<file path="src/rtl/gpio_cell_pkg.sv">
package gpio_cell_pkg;

    localparam int WORD_W     = 32;

    // Bit positions inside the control and status word
    localparam int BIT_LVL    = 8;
    localparam int BIT_POL_LO = 9;
    localparam int BIT_POL_HI = 10;
    localparam int BIT_DET    = 11;
    localparam int BIT_DLV    = 12;
    localparam int BIT_PIN    = 16;
    localparam int BIT_OVAL   = 22;
    localparam int BIT_OEN    = 23;
    localparam int BIT_STS    = 28;

    // Bits that may read back non-zero
    localparam logic [WORD_W-1:0] RD_MASK =
        (WORD_W'(1) << BIT_LVL)  | (WORD_W'(1) << BIT_POL_LO) |
        (WORD_W'(1) << BIT_POL_HI) | (WORD_W'(1) << BIT_DET) |
        (WORD_W'(1) << BIT_DLV)  | (WORD_W'(1) << BIT_PIN) |
        (WORD_W'(1) << BIT_OVAL) | (WORD_W'(1) << BIT_OEN) |
        (WORD_W'(1) << BIT_STS);

    typedef enum logic [1:0] {
        POL_HIGH     = 2'b00,
        POL_LOW      = 2'b01,
        POL_BOTH     = 2'b10,
        POL_BOTH_ALT = 2'b11
    } pol_e;

    typedef struct packed {
        logic lvl;
        pol_e pol;
        logic det_en;
        logic dlv_en;
        logic out_val;
        logic out_en;
    } cell_cfg_t;

    typedef struct packed {
        logic cur;
        logic prev;
    } pin_smp_t;

    function automatic cell_cfg_t cfg_from_word(input logic [WORD_W-1:0] w);
        cell_cfg_t c;
        c.lvl     = w[BIT_LVL];
        c.pol     = pol_e'({w[BIT_POL_HI], w[BIT_POL_LO]});
        c.det_en  = w[BIT_DET];
        c.dlv_en  = w[BIT_DLV];
        c.out_val = w[BIT_OVAL];
        c.out_en  = w[BIT_OEN];
        return c;
    endfunction

    function automatic logic [WORD_W-1:0] word_from_state(input cell_cfg_t c,
                                                          input logic pin,
                                                          input logic sts);
        logic [WORD_W-1:0] w;
        w             = '0;
        w[BIT_LVL]    = c.lvl;
        w[BIT_POL_LO] = c.pol[0];
        w[BIT_POL_HI] = c.pol[1];
        w[BIT_DET]    = c.det_en;
        w[BIT_DLV]    = c.dlv_en;
        w[BIT_PIN]    = pin;
        w[BIT_OVAL]   = c.out_val;
        w[BIT_OEN]    = c.out_en;
        w[BIT_STS]    = sts;
        return w;
    endfunction

endpackage

</file>
<file path="src/rtl/gpio_pin_sync.sv">
module gpio_pin_sync
    import gpio_cell_pkg::*;
#(
    parameter int STAGES = 2
) (
    input  logic     clk,
    input  logic     rst,
    input  logic     pin_in,
    output pin_smp_t smp
);

    localparam int LAST = STAGES - 1;

    logic [STAGES-1:0] chain;
    logic              prev_q;

    generate
        if (STAGES == 1) begin : g_single
            always_ff @(posedge clk) begin
                if (rst) chain <= '0;
                else     chain <= pin_in;
            end
        end else begin : g_multi
            always_ff @(posedge clk) begin
                if (rst) chain <= '0;
                else     chain <= {chain[STAGES-2:0], pin_in};
            end
        end
    endgenerate

    always_ff @(posedge clk) begin
        if (rst) prev_q <= 1'b0;
        else     prev_q <= chain[LAST];
    end

    assign smp.cur  = chain[LAST];
    assign smp.prev = prev_q;

endmodule

</file>
<file path="src/rtl/gpio_trig_detect.sv">
module gpio_trig_detect
    import gpio_cell_pkg::*;
(
    input  cell_cfg_t cfg,
    input  pin_smp_t  smp,
    output logic      hit
);

    logic rise;
    logic fall;
    logic act;

    always_comb begin
        rise = smp.cur & ~smp.prev;
        fall = ~smp.cur & smp.prev;
        case (cfg.pol)
            POL_HIGH: act = cfg.lvl ? smp.cur  : rise;
            POL_LOW:  act = cfg.lvl ? ~smp.cur : fall;
            default:  act = cfg.lvl ? 1'b1     : (rise | fall);
        endcase
        hit = act & cfg.det_en;
    end

endmodule

</file>
<file path="src/rtl/gpio_cell_regs.sv">
module gpio_cell_regs
    import gpio_cell_pkg::*;
(
    input  logic              clk,
    input  logic              rst,
    input  logic              wr_en,
    input  logic [WORD_W-1:0] wr_data,
    input  logic              hit,
    output cell_cfg_t         cfg,
    output logic              sts
);

    logic clr;

    assign clr = wr_en & wr_data[BIT_STS];

    always_ff @(posedge clk) begin
        if (rst)        cfg <= '0;
        else if (wr_en) cfg <= cfg_from_word(wr_data);
    end

    // A clear write takes priority over a detection in the same cycle
    always_ff @(posedge clk) begin
        if (rst)      sts <= 1'b0;
        else if (clr) sts <= 1'b0;
        else if (hit) sts <= 1'b1;
    end

endmodule

</file>
<file path="src/rtl/gpio_irq_cell.sv">
module gpio_irq_cell
    import gpio_cell_pkg::*;
#(
    parameter int SYNC_STAGES = 2
) (
    input  logic              clk,
    input  logic              rst,
    input  logic              wr_en,
    input  logic [WORD_W-1:0] wr_data,
    output logic [WORD_W-1:0] rd_data,
    input  logic              pin_in,
    output logic              pin_out,
    output logic              pin_oe,
    output logic              irq
);

    pin_smp_t  smp;
    cell_cfg_t cfg;
    logic      hit;
    logic      sts;

    gpio_pin_sync #(.STAGES(SYNC_STAGES)) i_sync (
        .clk    (clk),
        .rst    (rst),
        .pin_in (pin_in),
        .smp    (smp)
    );

    gpio_trig_detect i_trig (
        .cfg (cfg),
        .smp (smp),
        .hit (hit)
    );

    gpio_cell_regs i_regs (
        .clk     (clk),
        .rst     (rst),
        .wr_en   (wr_en),
        .wr_data (wr_data),
        .hit     (hit),
        .cfg     (cfg),
        .sts     (sts)
    );

    assign rd_data = word_from_state(cfg, smp.cur, sts);
    assign pin_oe  = cfg.out_en;
    assign pin_out = cfg.out_en & cfg.out_val;
    assign irq     = sts & cfg.det_en & cfg.dlv_en;

endmodule

</file>
<file path="config.mk">
export PLATFORM = sky130hd
export DESIGN_NAME = gpio_irq_cell
export DESIGN_NICKNAME = d
export VERILOG_FILES = /design/src/rtl/gpio_cell_pkg.sv /design/src/rtl/gpio_pin_sync.sv /design/src/rtl/gpio_trig_detect.sv /design/src/rtl/gpio_cell_regs.sv /design/src/rtl/gpio_irq_cell.sv
export SDC_FILE = /design/constraint.sdc
export NUM_CORES = 1
export LEC_CHECK = 0
export ABC_AREA = 1
export BUFFER_PORTS_ARGS = -buffer_cell sky130_fd_sc_hd__buf_2
export CAP_MARGIN = 5
export CORE_UTILIZATION = 37
export CTS_CLUSTER_SIZE = 25
export DETAILED_ROUTE_END_ITERATION = 12
export GPL_TIMING_DRIVEN = 0
export PLACE_DENSITY = 0.93
export SLEW_MARGIN = 0
export SYNTH_ARGS = -nofsm -noshare
export SYNTH_HDL_FRONTEND = slang
export SYNTH_SLANG_ARGS = --single-unit
</file>
<file path="constraint.sdc">
create_clock -name clk -period 1.75 [get_ports clk]
set_clock_uncertainty 0.05 [all_clocks]
set_input_delay 0.35 -clock clk [delete_from_list [all_inputs] [get_ports clk]]
set_output_delay 0.35 -clock clk [all_outputs]
set_load 0.01 [all_outputs]
</file>
# Yosys cells after proc, flatten, opt, wreduce, memory -nomap -nowiden
# Index checks and enable logic that the tools add are counted.
[word_totals] ram_bits=0 n_memories=0 latchBits=0 ff_bits=11 input_bits=36 romBits=0
[op_classes] n_addsub=0 n_reduce_logical=2 n_eq_ne=1 magnitude_cmp=0 n_bitwise=10 div=0 n_mux=4 shift=0 n_mul=0
[op_table] op="1-bit bitwise AND" n=7
[op_table] op="1-bit two-way mux" n=3
[op_table] op="2-bit by 1-bit == test with 1-bit output (second input constant)" n=1
[op_table] op="2-bit zero test" n=1
[op_table] op="1-bit NOT" n=2
[op_table] op="1-bit case mux with 2 select lines" n=1
[op_table] op="2-bit OR reduction" n=1
[op_table] op="1-bit OR" n=1

# Logic depth before layout (Yosys ltp)
[depth] word_depth=6 ltp_mapped=8 ltp_nobuf=8

# Modules after synthesis
# A second synthesis with hierarchy kept.
[unflattened] hier_cells=112 area_unflattened_um2=733.2
[by_module_without_submodules] mod="gpio_cell_regs" area_each_um2=321.6 cells_per_inst=49 seq_area_each_um2=160.2 instances=1
[by_module_without_submodules] mod="gpio_irq_cell" area_each_um2=212.7 cells_per_inst=31 seq_area_each_um2=0.0 instances=1
[by_module_without_submodules] mod="gpio_trig_detect" area_each_um2=101.3 cells_per_inst=21 seq_area_each_um2=0.0 instances=1
[by_module_without_submodules] mod="gpio_pin_sync" area_each_um2=97.6 cells_per_inst=11 seq_area_each_um2=60.1 instances=1

# Least setup slack after synthesis
# Ideal clock, no wire load.
[synth_path] path_type="reg2out" start="register i_regs.cfg[3] (netlist name)" end="output port irq" t_arrival_ns=0.736 path_slack_ns=0.614 path_buffers=0 stages_incl_launch_ff=3 required_time_ns=1.350 cell_sequence="dfxtp_1 inv_1 nor3_1"
[synth_via] elab_chain_len=2
[synth_rtl] item="1-bit bitwise AND (2 in a row)" line_no="gpio_irq_cell.sv:48" text="assign irq = sts & cfg.det_en & cfg.dlv_en;"
[synth_rtl] item="to (decl)" line_no="gpio_irq_cell.sv:14" text="output logic irq"
# Every way passes these cells.

# Worst setup path after layout
[layout_path] start="register i_regs.cfg[3] (netlist name)" end="output port irq"
[layout_via] elab_chain_len=2
[layout_rtl] item="1-bit bitwise AND (2 in a row)" line_no="gpio_irq_cell.sv:48"
# Every way passes these cells.

==> reports/qor.txt <==
post-synth top area share: 31.94%
startpoint types: flop
Area Overhead vs Synth: 37.02%
worst path required time: 1.35 ns
Post-CTS Setup Bufs: 0
Via density: 3.552
CP endpoint kind: primary output
Synth area leader: dfxtp_1
final hold viol count: 0
H-tree Lvls: 1
GPL Wtd Cong: 0.6919
WS Path Type: reg2out
status: finished clean
WP data arrival: 0.98 ns
Cells after Synth: 91
Slew Viols, Final: 0
design area: 944.7 sq um
GRT Total Usage: 13.22%
routed length per instance: 7.436 um
Power per Cell Area: 632.0 mW/mm^2
# DRC: 0
clock input transition at the sequential cells of the worst setup and hold paths: 0.07 ns
RSZ-0062 raised after global routing: false
Max stage delay on crit path: 0.36 ns
core area: 0.001745 sq mm
Cell variety after synth: 18
final net count: 179
Starting DRT DRC Count: 6
top-count cell post-synth: buf_4
chip height: 45.17 um
Port Buf Inserts: 23
CP cell instances: inv_1, nor3_1, buf_2
sequential share of the synthesized area: 31.94%
Die X: 45.17 um
post-route minimum period: 1.379 ns
Slowest-stage cell, CP: dfxtp_1
setup slack at placement: 0.5313 ns
vias in the first global route: 477
hold path cells: 3
fraction of layout cells with a size suffix above 1: 46.43%
# rows: 15
clock latency on the worst-skew pair: 0.25 ns
Tcrit/Tclk final: 78.80%
hpwl dp: 1067 um
FMAX: 725.2 MHz
total of max-cap violations: 0
drt pass-1 iters: 4
initial core utilization: 39.50%
Avg Synthesized Cell Area: 7.576 sq um
first-pass GRT wire length: 1980 um
clock sinks: 11
CTS Buf Count: 3
via count: 586
largest net degree at the start of global routing: 11
Die Area: 0.002040 sq mm
R2R depth: 7
Hold Crit Class: in2reg
Post-synth EDFFs: 0
Post-Route WL: 1227 um
setup violators final: 0
root buffer cell: clkbuf_4
setup ws final: 0.3711 ns
setup TNS: 0 ns
Synth Flop Type: dfxtp_1
Syn. warnings: 0
final core occ: 54.12%
IO Count: 71
GRT Residual Overflow: 0
Seq cells post-synth: 11
P_leak: 0.5668 nW
# diodes: 0
CP Max Fanout: 3
Pwr Total: 597.1 uW
hold_buf cts: 0
clk buf depth: 2
initial antenna violation count: 0
Cell Area, Placed: 918.4 sq um
most instantiated cells after synthesis: 26 x buf_4, 11 x dfxtp_1, 9 x inv_1
Netlist Area Pre-Place: 689.4 sq um
PostCTS Resize Cnt: 0
VDD IR max: 0.3827 mV
ys async rst share: 0%
synth top area cells: dfxtp_1 32%, buf_4 28%, inv_1 4.9%, nand3_2 4.4%, nand2_1 3.8%
CTS tree: yes
ANT nets after route: 0
logic make-up (layout without fill, tap and decap cells):
logic type                 count (synthesis)  after routing  share of synthesized area [%]
buffers and inverters                     43             70                          38.66
and+or+nand+nor                           21             21                          15.24
AOI/OAI and AO/OA                         13             13                          9.981
DFF                                       11             11                          31.94
adders and majority gates                  2              2                          3.629
other                                      1             23                         0.5439
final timing paths:
check	startpoint	end	slack, ns
setup / recovery	i_regs.cfg[3]$_SDFFE_PP0P_	irq	0.37
hold / removal	pin_in	i_sync.chain[0]$_SDFF_PP0_	0.24
setup reg to reg	i_sync.chain[1]$_SDFF_PP0_	i_regs.sts$_SDFFE_PP0P_	0.52
hold reg to reg	i_sync.chain[0]$_SDFF_PP0_	i_sync.chain[1]$_SDFF_PP0_	0.36
layout make-up:
cell class	count	area [sq um]
Fill cell	188	800.8
Multi-Input combinational cell	59	285.3
Sequential cell	11	220.2
Buffer	27	206.4
Timing Repair Buffer	23	115.1
Inverter	16	60.06
Tap cell	25	31.28
Clock buffer	4	26.28
registers in the layout, indices dropped and copies added (netlist names):
signal         cells
i_regs.sts         1
i_sync.prev_q      1
i_sync.chain       2
i_regs.cfg         7
metrics by stage:
step	cells	hold WS, ns
finish	165	0.2418
detailed placement	161	0.3587
CTS	165	0.2389
global route	165	0.2508
floorplan	113	0.3383
global placement	161	0.3401
power by group:
part,internal (mW),switching (mW)
sequential,0.266,0.0110
clock,0.0879,0.0776
combinational,0.0756,0.0795
cells in the final DEF (no fill, tap or decap):
master / count
a21oi_1: 5
a21oi_2: 1
buf_2: 23
buf_4: 26
buf_6: 1
clkbuf_1: 1
clkbuf_4: 3
clkinv_1: 1
conb_1: 23
dfxtp_1: 11
ha_1: 2
inv_1: 9
inv_2: 6
nand2_1: 7
nand2_2: 2
nand3_1: 1
nand3_2: 3
nor2_1: 7
nor3_1: 1
o21ai_0: 2
o21ai_1: 5
metal layers:
metal	routed length (um)	share of wire (%)	track usage (%)
met1	502	41	16.18
met2	611	50	22.03
met3	112	9.1	4.400
met4	0	0	3.636
met5	0	0	0
worst max-delay path: cells and delay by family, from the launching register on:
kind          cells  cell delay (ns)
buf+inv           2             0.21
flops             1             0.36
simple gates      1             0.15
(Power assumes the default switching activity.)
